===== src/rtl/tenbit_addr_match.sv =====
module tenbit_addr_match #(
  parameter int AW = 10,
  parameter int RW = 16
) (
  input  logic          clk,
  input  logic          rst_n,
  input  logic          start_det,
  input  logic          byte_vld,
  input  logic [7:0]    byte_in,
  input  logic          en,
  input  logic          ack_val,
  input  logic          irq_en,
  input  logic          reg_we,
  input  logic [RW-1:0] reg_wdata,
  input  logic          flag_clr,
  output logic [RW-1:0] reg_rdata,
  output logic          ack_out,
  output logic          ack_vld,
  output logic          match_flag,
  output logic          mst_clr,
  output logic          irq
);
  typedef enum logic [1:0] {S_DEAF, S_HI, S_LO} st_t;

  st_t          st;
  logic [AW-1:0] own;
  logic          hi_ok, lo_ok, hit_hi, hit_lo;

  assign hi_ok  = byte_in[7:3] == 5'b11110 && byte_in[2:1] == own[AW-1:AW-2];
  assign lo_ok  = byte_in == own[7:0];
  assign hit_hi = byte_vld && en && st == S_HI && hi_ok;
  assign hit_lo = byte_vld && en && st == S_LO && lo_ok;

  assign reg_rdata = {{(RW-AW){1'b0}}, own};
  assign irq       = match_flag & irq_en;

  always_ff @(posedge clk or negedge rst_n) begin
    if (!rst_n) own <= '0;
    else if (reg_we) own <= reg_wdata[AW-1:0];
  end

  always_ff @(posedge clk or negedge rst_n) begin
    if (!rst_n) st <= S_DEAF;
    else if (start_det) st <= S_HI;
    else if (byte_vld) st <= hit_hi ? S_LO : S_DEAF;
  end

  always_ff @(posedge clk or negedge rst_n) begin
    if (!rst_n) begin
      ack_vld    <= 1'b0;
      ack_out    <= 1'b0;
      mst_clr    <= 1'b0;
      match_flag <= 1'b0;
    end else begin
      ack_vld <= !start_det && (hit_hi || hit_lo);
      ack_out <= (!start_det && (hit_hi || hit_lo)) ? ack_val : 1'b0;
      mst_clr <= !start_det && hit_lo;
      if (!start_det && hit_lo) match_flag <= 1'b1;
      else if (flag_clr) match_flag <= 1'b0;
    end
  end

  a_r9_ack_after_byte: assert property (@(posedge clk) disable iff (!rst_n)
    ack_vld |-> $past(byte_vld));
  a_r9_clr_needs_ack: assert property (@(posedge clk) disable iff (!rst_n)
    mst_clr |-> ack_vld);
  a_r3_clr_sets_flag: assert property (@(posedge clk) disable iff (!rst_n)
    mst_clr |-> match_flag);
  a_r7_sticky: assert property (@(posedge clk) disable iff (!rst_n)
    (match_flag && !flag_clr) |=> match_flag);
  a_r5_quiet_when_off: assert property (@(posedge clk) disable iff (!rst_n)
    !en |=> !ack_vld);
  a_r6_irq_needs_flag: assert property (@(posedge clk) disable iff (!rst_n)
    irq |-> match_flag);
endmodule


===== config.mk =====
export PLATFORM = sky130hd
export DESIGN_NAME = tenbit_addr_match
export DESIGN_NICKNAME = d
export VERILOG_FILES = /design/src/rtl/tenbit_addr_match.sv
export SDC_FILE = /design/constraint.sdc
export NUM_CORES = 1
export LEC_CHECK = 0
export BUFFER_PORTS_ARGS = -buffer_cell sky130_fd_sc_hd__buf_2
export CORE_AREA = 2 2 45 58
export DETAILED_ROUTE_END_ITERATION = 7
export DIE_AREA = 0 0 47 60
export HOLD_SLACK_MARGIN = 0.02
export PLACE_DENSITY = 0.79
export SETUP_SLACK_MARGIN = 0.15
export SLEW_MARGIN = 25
export SYNTH_ARGS = -nofsm -noshare
export SYNTH_HDL_FRONTEND = slang
export SYNTH_SLANG_ARGS = --single-unit

===== constraint.sdc =====
create_clock -name clk -period 1.5 [get_ports clk]
set_input_delay 0.225 -clock clk [delete_from_list [all_inputs] [get_ports clk]]
set_output_delay 0.225 -clock clk [all_outputs]
set_load 0.02 [all_outputs]

# ---- Word-level counts from Yosys, hierarchy flattened
# Index checks and enable logic that the tools add are counted.
# W data, S select, Z words.
dict set report op_classes {
  n_eq_ne 5
  n_mux 6
  bitwise_logic 1
  n_reduce_logical 12
}
# operator count
set op_table {}
lappend op_table {{$eq A8 B8 Y1} 1}
lappend op_table {{$logic_and A1 B1 Y1} 8}
lappend op_table {{$mux W2} 3}
lappend op_table {{$eq A5 B5 Y1 const B} 1}
lappend op_table {{$reduce_bool A2 Y1} 2}
lappend op_table {{$mux W1} 3}
lappend op_table {{$eq A2 B1 Y1 const B} 1}
lappend op_table {{$eq A2 B2 Y1} 1}
lappend op_table {{$eq A2 B2 Y1 const B} 1}
lappend op_table {{$and A1 B1 Y1} 1}
lappend op_table {{$logic_not A1 Y1} 1}
lappend op_table {{$logic_or A1 B1 Y1} 1}
dict set report totals {
  regBits 16
  out_inout_bits 21
  elab_cells 30
}

# ---- Logic depth before layout (Yosys ltp)
# Gate-level depths: netlist of the first run.
dict set report logic_depth {
  depth_word 6
  depth_mapped 4
}

# ---- Worst setup path before layout of the first run
# OpenSTA, ideal clock, no wires.
dict set report synth_path {
  path_kind {register to register}
  startpoint {reg own[9]}
  endpoint {reg ack_out}
  setup_time_ns 0.073
  arrival_ns 1.288
  t_required_ns 1.427
  slack_ns 0.139
  stages_incl_launch_ff 4
  n_path_buf 0
  cell_sequence {dfrtp_1 xor2_1 or4_4 a21boi_2}
}
dict set report synth_via {
  elab_chain_cells 6
}
# item line
set synth_lines {}
lappend synth_lines {{start: declaration} 26} ;# logic [AW-1:0] own;
lappend synth_lines {{start signal: assignment} 39} ;# else if (reg_we) own <= reg_wdata[AW-1:0];
lappend synth_lines {{$eq A2 B2 Y1} 29} ;# assign hi_ok = byte_in[7:3] == 5'b11110 && byte_in[2:1] == own[AW-1:AW-2];
lappend synth_lines {{$logic_and A1 B1 Y1} 29}
lappend synth_lines {{$logic_and A1 B1 Y1} 31} ;# assign hit_hi = byte_vld && en && st == S_HI && hi_ok;
lappend synth_lines {{$logic_or A1 B1 Y1} 56} ;# ack_out <= (!start_det && (hit_hi || hit_lo)) ? ack_val : 1'b0;
lappend synth_lines {{$logic_and A1 B1 Y1} 56}
lappend synth_lines {{$mux W1} 56}
lappend synth_lines {{end signal: assignment} 56}
lappend synth_lines {{end: declaration} 17} ;# output logic ack_out,
# Every way passes these cells.
# A chain may end at the register's enable or synchronous reset.

# ---- Worst setup path after layout of the first run
dict set report layout_path {
  startpoint {reg st[1]}
  endpoint {reg ack_out}
}
dict set report layout_via {
  elab_chain_cells 6
}
# item line
set layout_lines {}
lappend layout_lines {{start: declaration} 25} ;# st_t st;
lappend layout_lines {{start signal: assignment} 45} ;# else if (byte_vld) st <= hit_hi ? S_LO : S_DEAF;
lappend layout_lines {{$eq A2 B1 Y1 / $eq A2 B2 Y1 (equally long branches)} {31, 32}}
lappend layout_lines {{$logic_and A1 B1 Y1, on equally long branches (2 in a row)} {31, 32}}
lappend layout_lines {{$logic_or A1 B1 Y1 (*)} 56}
lappend layout_lines {{$logic_and A1 B1 Y1 (*)} 56}
lappend layout_lines {{$mux W1 (*)} 56}
# Mark *: on every way between the ends. The rest lies on a longest branch, timed or not.

==> results of run 1 <==
## worst reg2reg max path, delay by kind of cell, from the launching register on
kind | cells | cell delay [ns]
AOI/OAI and AO/OA | 1 | 0.14
and+or+nand+nor | 3 | 0.82
DFF | 1 | 0.40
## state kept, by name, summed over array words and instances, names as in the netlist
register    flops
st              2
ack_out         1
match_flag      1
own            10
mst_clr         1
ack_vld         1
## logic make-up after synthesis
logic type	share of synthesized area [%]
buf+inv	7.80
flops	52.0
compound gates	3.74
mux	14.6
simple gates	9.92
other cells	0.487
xor+xnor	11.4
## final timing paths
check                          from    endpoint  slack (ns)  cells after the start
setup / recovery              st[1]     ack_out        0.07                      4
hold / removal             flag_clr  match_flag        0.13                      2
setup reg to reg              st[1]     ack_out        0.07                      4
hold reg to reg               st[0]       st[0]        0.52                      1
max in group asynchronous     rst_n      own[9]        0.83                      2
min in group asynchronous     rst_n     ack_vld        0.39                      2
## area by class of cell
cell class | instances | area share (%)
flip-flops and latches | 16 | 38.4
multi-input cells | 41 | 32.0
repair buffers | 44 | 22.0
well taps | 33 | 3.95
clock buffers | 4 | 2.51
inverters | 3 | 1.08
## power by group through the flow
stage | sequential, W | combinational (W) | clock, W
2_1_floorplan | 0.000526 | 0.0000880 | 0
3_5_place_dp | 0.000496 | 0.000196 | 0
4_1_cts | 0.000487 | 0.000199 | 0.000238
6_report | 0.000487 | 0.000200 | 0.000227
3_3_place_gp | 0.000495 | 0.000191 | 0
5_1_grt | 0.000491 | 0.000218 | 0.000259
## synthesized netlist by cell type, types with 2 or more instances
master / number / area share [%]
dfrtp_1: 16 / 52
mux2_2: 10 / 15
xor2_1: 10 / 11
buf_4: 6 / 5.9
inv_1: 3 / 1.5
nand2_1: 2 / 0.98
nor4_1: 2 / 1.6
o21ai_0: 2 / 1.3
## metal layers
metal	share of wire [%]	routed length (µm)
met1	40	646
met2	52	833
met3	7.7	124
met4	0.50	8
met5	0	0
## repair_timing
item                                   4_1_cts  5_1_grt
resized for setup                            0        2
pin swaps                                    0        1
endpoints found under the hold margin       16        0
hold buffers                                 1        0
setup endpoints to repair                    3        5
setup buffers                                1        1
## metrics by stage
stage / instance area, µm² / cells / worst slack (ns)
after floorplan: 790 / 67 / 0.161
after global placement: 987 / 134 / 0.119
after detailed placement: 987 / 134 / 0.0867
after CTS: 1030 / 140 / 0.0794
after global routing: 1040 / 141 / 0.00958
final: 1040 / 141 / 0.0718
==> flow_summary.json, run 1 <==
{
  "grt_pass1_vias": 565,
  "tns_ns": 0,
  "synth_edf_count": 0,
  "firstDrtPassIters": 4,
  "report.final.slew_viol_count": 0,
  "drc": 0,
  "hold_path_class": "input pin to flop",
  "num_io_pins": 54,
  "layout.nets": 142,
  "grtUsageMet1_pct": 13.6,
  "grtUsageTotal_pct": 12.1,
  "critPathBufInv": 0,
  "holdWs_ns": 0.131,
  "diodes": 0,
  "criticalPathCategory": "flop to flop",
  "async_reset_ff_share_pct": 100,
  "cpMaxStageDelayCell": "or4_4",
  "peakVddDrop_mv": 0.219,
  "fin_crit_ns": 1.43,
  "gr-usage-met3_pct": 1.81,
  "synth_flop_cell": "dfrtp_1",
  "final_antenna_net_count": 0,
  "maxCapViolCount": 0,
  "die_area_mm2": 0.00282,
  "worstPathRequired_ns": 1.71,
  "yosysSeqAreaShare_pct": 52.0,
  "grt_max_degree": 17,
  "grt_util_met2_pct": 21.1,
  "synth_warnings": 0,
  "final_common_cell": "buf_2",
  "routed_via_density": 4.28,
  "synth.distinct_cells": 19,
  "seq_area_um2": 402,
  "layout_common_cells": "buf_2 (41), dfrtp_1 (15), xor2_1 (10), mux2_2 (10), conb_1 (6)",
  "crit_chain": "and4bb_2 -> nand4_1 -> or4_4 -> a21boi_2",
  "routed_wl_mm": 1.61,
  "core_area_mm2": 0.00230,
  "switching_power_w": 0.000261,
  "setup_viol": 0,
  "worstPathMaxFanout": 3,
  "cts_tree": "built",
  "hold_violations": 0,
  "start_util_pct": 33.4,
  "grt_remaining_overflow": 0,
  "dpl.hpwl_mm": 1.29,
  "root_buffer": "clkbuf_4",
  "antenna_found_initial": 0,
  "num_vias": 604,
  "power_density_mw_per_mm2": 874,
  "ys_ff_latch": 16,
  "max_freq_mhz": 700,
  "clk_pin_slew_worst_paths_ns": 0.09,
  "postSynthCellCount": 62,
  "p_seq_share_pct": 53.3,
  "synth_area_per_cell_um2": 12.4,
  "layout-drive-gt1-share_pct": 56.5,
  "clkPwrFrac_pct": 24.8,
  "synth_area_um2": 769,
  "period_share_pct": 95.2,
  "htree_levels": 1,
  "intPower_w": 0.000652,
  "gp_congestion": 0.826,
  "critical_path.startpoint_type": "flop",
  "finalPower_w": 0.000913,
  "insertion_delay_ns": 0.27,
  "port_buffers": 41,
  "leakage_nw": 0.547,
  "cts_buffers": 3,
  "grt_pass1_wl_mm": 2.41,
  "post_drt_wl_per_cell_um": 11.4,
  "grt.busiest_layer": "met2",
  "num_rows": 20,
  "power_frac_comb_pct": 21.9,
  "rsz0062_at_grt": "yes",
  "fin_skew_ns": 0.00292,
  "worst_path_largest_cell_delay_ns": 0.44,
  "multi_input_area_um2": 334,
  "critPathTopFamily": "simple AND/OR/NAND/NOR gates",
  "arrival_ns": 1.64,
  "die_w_um": 47,
  "die_height_um": 60,
  "syn_to_final_growth_pct": 35.8,
  "cts_num_sinks": 16,
  "fin_util_pct": 45.4,
  "drtIter0Drc": 2,
  "outcome": "finished clean",
  "fill_cells": 231,
  "clockBufferDepth": 2,
  "swShare_pct": 28.6,
  "endpoint_kind": "flop"
}
Power figures use the tool's default switching activity.
==> run 2: changes to the inputs <==
--- a/config.mk
+++ b/config.mk
@@ -11,6 +11,7 @@
 export DIE_AREA = 0 0 47 60
 export HOLD_SLACK_MARGIN = 0.02
 export PLACE_DENSITY = 0.79
+export RECOVER_POWER = 50
 export SETUP_SLACK_MARGIN = 0.15
 export SLEW_MARGIN = 25
 export SYNTH_ARGS = -nofsm -noshare
==> constraint.sdc (replaced) <==
create_clock -name clk -period 1.83 [get_ports clk]
set_input_delay 0.2745 -clock clk [delete_from_list [all_inputs] [get_ports clk]]
set_output_delay 0.2745 -clock clk [all_outputs]
set_load 0.02 [all_outputs]
==> run 2 against run 1 <==
  * Cell area shrank 2.6%
  * Non-clock buffer count down 2
  * Flip-flop and latch count unchanged
  * Critical endpoint unchanged
  * Largest power group unchanged
==> flow_summary.json, run 2 (same netlist as run 1, synthesis figures left out) <==
{
  "routed_wl_mm": 1.61,
  "critical_path.startpoint_type": "flop",
  "crit_chain": "and4bb_2 -> nand4_1 -> or4_4 -> a21boi_2",
  "top_register": "own",
  "cpMaxStageDelayCell": "or4_4",
  "worstPathRequired_ns": 2.04,
  "num_vias": 608,
  "arrival_ns": 1.66,
  "final_common_cell": "buf_2",
  "post_drt_wl_per_cell_um": 11.7,
  "start_util_pct": 33.4,
  "grtUsageTotal_pct": 11.9,
  "top_regs": "own x10, st x2",
  "stdcell_count": 138,
  "hold_buffers": 1,
  "firstDrtPassIters": 4,
  "postCtsSetupBuffers": 0,
  "seq_area_um2": 400,
  "clk_pin_slew_worst_paths_ns": 0.08,
  "fill_cells": 233,
  "worst_pin_slew_ns": 0.829,
  "syn_to_final_growth_pct": 32.2,
  "power_density_mw_per_mm2": 717,
  "port_buffers": 41,
  "insertion_delay_ns": 0.27,
  "clockBufferDepth": 2,
  "diodes": 0,
  "max_freq_mhz": 690,
  "die_w_um": 47,
  "grt_pass1_vias": 588,
  "intPower_w": 0.000525,
  "fin_skew_ns": 0.00111,
  "setup_viol": 0,
  "die_height_um": 60,
  "place_inst": 134,
  "clkPwrFrac_pct": 23.4,
  "die_area_mm2": 0.00282,
  "grt_max_degree": 17,
  "layout.nets": 140,
  "hold_violations": 0,
  "largest_reg_flops": 10,
  "period_share_pct": 79.2,
  "antenna_found_initial": 0,
  "drtIter0Drc": 1,
  "num_rows": 20,
  "grt_remaining_overflow": 0,
  "worstPathMaxFanout": 3,
  "tns_ns": 0,
  "root_buffer": "clkbuf_4",
  "routed_via_density": 4.41,
  "hold_path_class": "input pin to flop",
  "swShare_pct": 28.1,
  "htree_levels": 1,
  "cts_buffers": 3,
  "criticalPathCategory": "flop to flop",
  "power_frac_comb_pct": 22.0,
  "drc": 0,
  "endpoint_kind": "flop",
  "maxCapViolCount": 0,
  "cts_tree": "built",
  "peakVddDrop_mv": 0.257,
  "fin_util_pct": 44.2,
  "gp_congestion": 0.692,
  "rsz0062_at_grt": "no",
  "final_antenna_net_count": 0,
  "cts_num_sinks": 16,
  "num_io_pins": 54,
  "fin_crit_ns": 1.45,
  "cts_resized": 0,
  "layout-drive-gt1-share_pct": 53.3,
  "report.final.slew_viol_count": 0,
  "dpl.hpwl_mm": 1.37,
  "switching_power_w": 0.000205,
  "leakage_nw": 0.533,
  "worst_path_largest_cell_delay_ns": 0.45,
  "outcome": "finished clean",
  "layout_common_cells": "buf_2 (40), dfrtp_1 (16), xor2_1 (10), mux2_2 (10), conb_1 (6)",
  "grt_pass1_wl_mm": 2.33,
  "maxSlewHeadroom_pct": 44.7,
  "core_area_mm2": 0.00230,
  "multi_input_area_um2": 328,
  "p_seq_share_pct": 54.6
}
[run 2: cell type report]
class,count,share of cell area (%)
Tap cell,33,4.06
Multi-Input combinational cell,41,32.2
Clock buffer,3,2.21
Timing Repair Buffer,42,21.0
Sequential cell,16,39.4
Inverter,3,1.11
[run 2: worst paths after layout]
kind / slack (ns) / cells past startpoint / end / startpoint
min in group asynchronous: 0.61 / 2 / ack_vld / rst_n
setup reg to reg: 0.38 / 4 / ack_out / st[1]
max in group asynchronous: 0.71 / 2 / own[4] / rst_n
hold / removal: 0.17 / 2 / match_flag / flag_clr
hold reg to reg: 0.53 / 1 / st[0] / st[0]
setup / recovery: 0.38 / 4 / ack_out / st[1]
[run 2: power groups by stage]
| stage | clock [W] | sequential [W] | combinational, W |
|---|---|---|---|
| 6_report | 0.000171 | 0.000399 | 0.000160 |
| 5_1_grt | 0.000191 | 0.000402 | 0.000175 |
| 4_1_cts | 0.000178 | 0.000399 | 0.000164 |
| 3_5_place_dp | 0 | 0.000406 | 0.000161 |
| 3_3_place_gp | 0 | 0.000405 | 0.000157 |
| 2_1_floorplan | 0 | 0.000431 | 0.0000722 |
[run 2: layer usage]
layer	vias to the layer above	routed length [µm]	global-route usage, %	part of all wire (%)
met4	0	0	4.76	0
met2	30	890	22.5	55
met3	0	112	2.72	7.0
met1	293	606	11.8	38
li1	285	-	-	-
met5	-	0	0	0
[run 2: worst max-delay path: cells and delay by family (launching register included)]
family | cells | cell delay, ns
AND/OR/NAND/NOR | 3 | 0.85
AO/OA/AOI/OAI | 1 | 0.14
flip-flops | 1 | 0.40
[run 2: per-stage QoR]
step                instance area (µm²)  hold slack (ns)  total power (W)  setup WS (ns)
floorplan                           788          -0.0211         0.000503          0.469
global placement                    986            0.194         0.000562          0.420
detailed placement                  986            0.199         0.000567          0.395
CTS                                1020            0.167         0.000741          0.373
global route                       1020            0.174         0.000768          0.306
finish                             1020            0.175         0.000730          0.381
==> run 3: changes to the inputs <==
==> constraint.sdc (replaced) <==
create_clock -name clk -period 1.5 [get_ports clk]
set_input_delay 0.225 -clock clk [delete_from_list [all_inputs] [get_ports clk]]
set_output_delay 0.225 -clock clk [all_outputs]
set_load 0.02 [all_outputs]
==> run 3 against run 2 <==
  * Combinational power rose by 25%
  * Clock skew rose by 0.0018 ns
  * Via count fell by 0.66%
  * Worst setup slack got worse by 0.31 ns
  * Global-route usage rose by 0.15 points
  * Utilization rose by 1.1 points
  * Routed wire length barely moved
  * Die area did not move
  * Register-to-register slack got worse by 0.31 ns
  * Clock power rose by 33%
  * Final cell count rose by 2.2%
==> flow_summary.json, run 3 (same netlist as run 1, synthesis figures left out) <==
{
  "largest_reg_flops": 10,
  "routed_via_density": 4.28,
  "worstPathRequired_ns": 1.71,
  "critPathTopFamily": "simple AND/OR/NAND/NOR gates",
  "critical_path.startpoint_type": "flop",
  "report.final.slew_viol_count": 0,
  "endpoint_kind": "flop",
  "hold_violations": 0,
  "cts_tree": "built",
  "top_regs": "own x10, st x2",
  "criticalPathCategory": "flop to flop",
  "dpl.hpwl_mm": 1.29,
  "grt_remaining_overflow": 0,
  "finalPower_w": 0.000913,
  "arrival_ns": 1.64,
  "htree_levels": 1,
  "cts_num_sinks": 16,
  "final_cell_area_mm2": 0.00104,
  "crit_chain": "and4bb_2 -> nand4_1 -> or4_4 -> a21boi_2",
  "peakVddDrop_mv": 0.219,
  "gp_congestion": 0.826,
  "core_area_mm2": 0.00230,
  "power_density_mw_per_mm2": 875,
  "setup_viol": 0,
  "clk_pin_slew_worst_paths_ns": 0.09,
  "layout-drive-gt1-share_pct": 55.6,
  "grt_pass1_vias": 565,
  "place_ws_ns": 0.0867,
  "cts_buffers": 3,
  "maxSlewHeadroom_pct": 41.7,
  "final_common_cell": "buf_2",
  "firstDrtPassIters": 4,
  "grt_max_degree": 17,
  "worstPathMaxFanout": 3,
  "leakage_nw": 0.545,
  "insertion_delay_ns": 0.27,
  "cpMaxStageDelayCell": "or4_4",
  "maxCapViolCount": 0,
  "worst_path_largest_cell_delay_ns": 0.44,
  "grtUsageTotal_pct": 12.1,
  "fin_crit_ns": 1.43,
  "rsz0062_at_grt": "yes",
  "layout.nets": 142,
  "tns_ns": 0,
  "worst_pin_slew_ns": 0.875,
  "num_rows": 20,
  "num_vias": 604,
  "fin_skew_ns": 0.00292,
  "final_antenna_net_count": 0,
  "port_buffers": 41,
  "hold_path_class": "input pin to flop",
  "syn_to_final_growth_pct": 35.6,
  "drc": 0,
  "drtIter0Drc": 2,
  "diodes": 0,
  "die_area_mm2": 0.00282,
  "fin_util_pct": 45.3,
  "die_w_um": 47,
  "setup_slack_ns": 0.0718,
  "layout_common_cells": "buf_2 (40), dfrtp_1 (15), xor2_1 (10), mux2_2 (10), conb_1 (6)",
  "critPathBufInv": 0,
  "clockBufferDepth": 2,
  "post_drt_wl_per_cell_um": 11.4,
  "root_buffer": "clkbuf_4",
  "routed_wl_mm": 1.61,
  "grt_pass1_wl_mm": 2.41,
  "start_util_pct": 33.4,
  "top_register": "own",
  "period_share_pct": 95.2,
  "outcome": "finished clean",
  "max_freq_mhz": 700,
  "num_io_pins": 54,
  "antenna_found_initial": 0,
  "dpl-instance-area_um2": 987,
  "die_height_um": 60,
  "fill_cells": 232
}
-- run 3: power breakdown --
part	switching, W	total, W	internal (W)
Clock	0.000124	0.000227	0.000103
Combinational	0.000111	0.000200	0.0000885
Sequential	0.0000263	0.000487	0.000461
Total	0.000261	0.000913	0.000652
-- run 3: layer usage --
metal  GRT usage, %  up-vias  share of wire, %
met5              0        -                 0
met1           13.6      279                40
met2           21.1       33                52
met3           1.81        2               7.7
li1               -      290                 -
met4           5.95        0              0.50
-- run 3: repair_timing --
item / CTS / global route
hold buffers: 1 / 0
resized for setup: 0 / 2
pin swaps: 0 / 1
setup endpoints to repair: 3 / 5
hold endpoints to repair: 16 / 0
buffers inserted: 1 / 1
-- run 3: path summary, 6_finish.rpt --
kind	from	end	slack [ns]	cells after the start
max reg2reg	st[1]	ack_out	0.07	4
min in group asynchronous	rst_n	ack_vld	0.58	2
min	flag_clr	match_flag	0.13	2
max in group asynchronous	rst_n	own[9]	0.33	2
max	st[1]	ack_out	0.07	4
min reg2reg	st[0]	st[0]	0.52	1
-- run 3: area by class of cell --
class	instances	area [µm²]	share of cell area (%)
Timing Repair Buffer	44	229	21.9
Inverter	3	11.3	1.08
Sequential cell	16	402	38.5
Multi-Input combinational cell	41	334	32.0
Clock buffer	4	26.3	2.52
Tap cell	33	41.3	3.96
-- run 3: worst register-to-register path, cell delays in order (launching register included) --
cell and delay [ns]:
dfrtp_1 0.40, and4bb_2 0.28, nand4_1 0.10, or4_4 0.44
a21boi_2 0.14
-- run 3: per-stage QoR --
stage	hold WS, ns	cells
6_report	0.131	141
3_5_place_dp	0.159	134
3_3_place_gp	0.149	134
4_1_cts	0.128	140
5_1_grt	0.124	141
2_1_floorplan	-0.0706	67
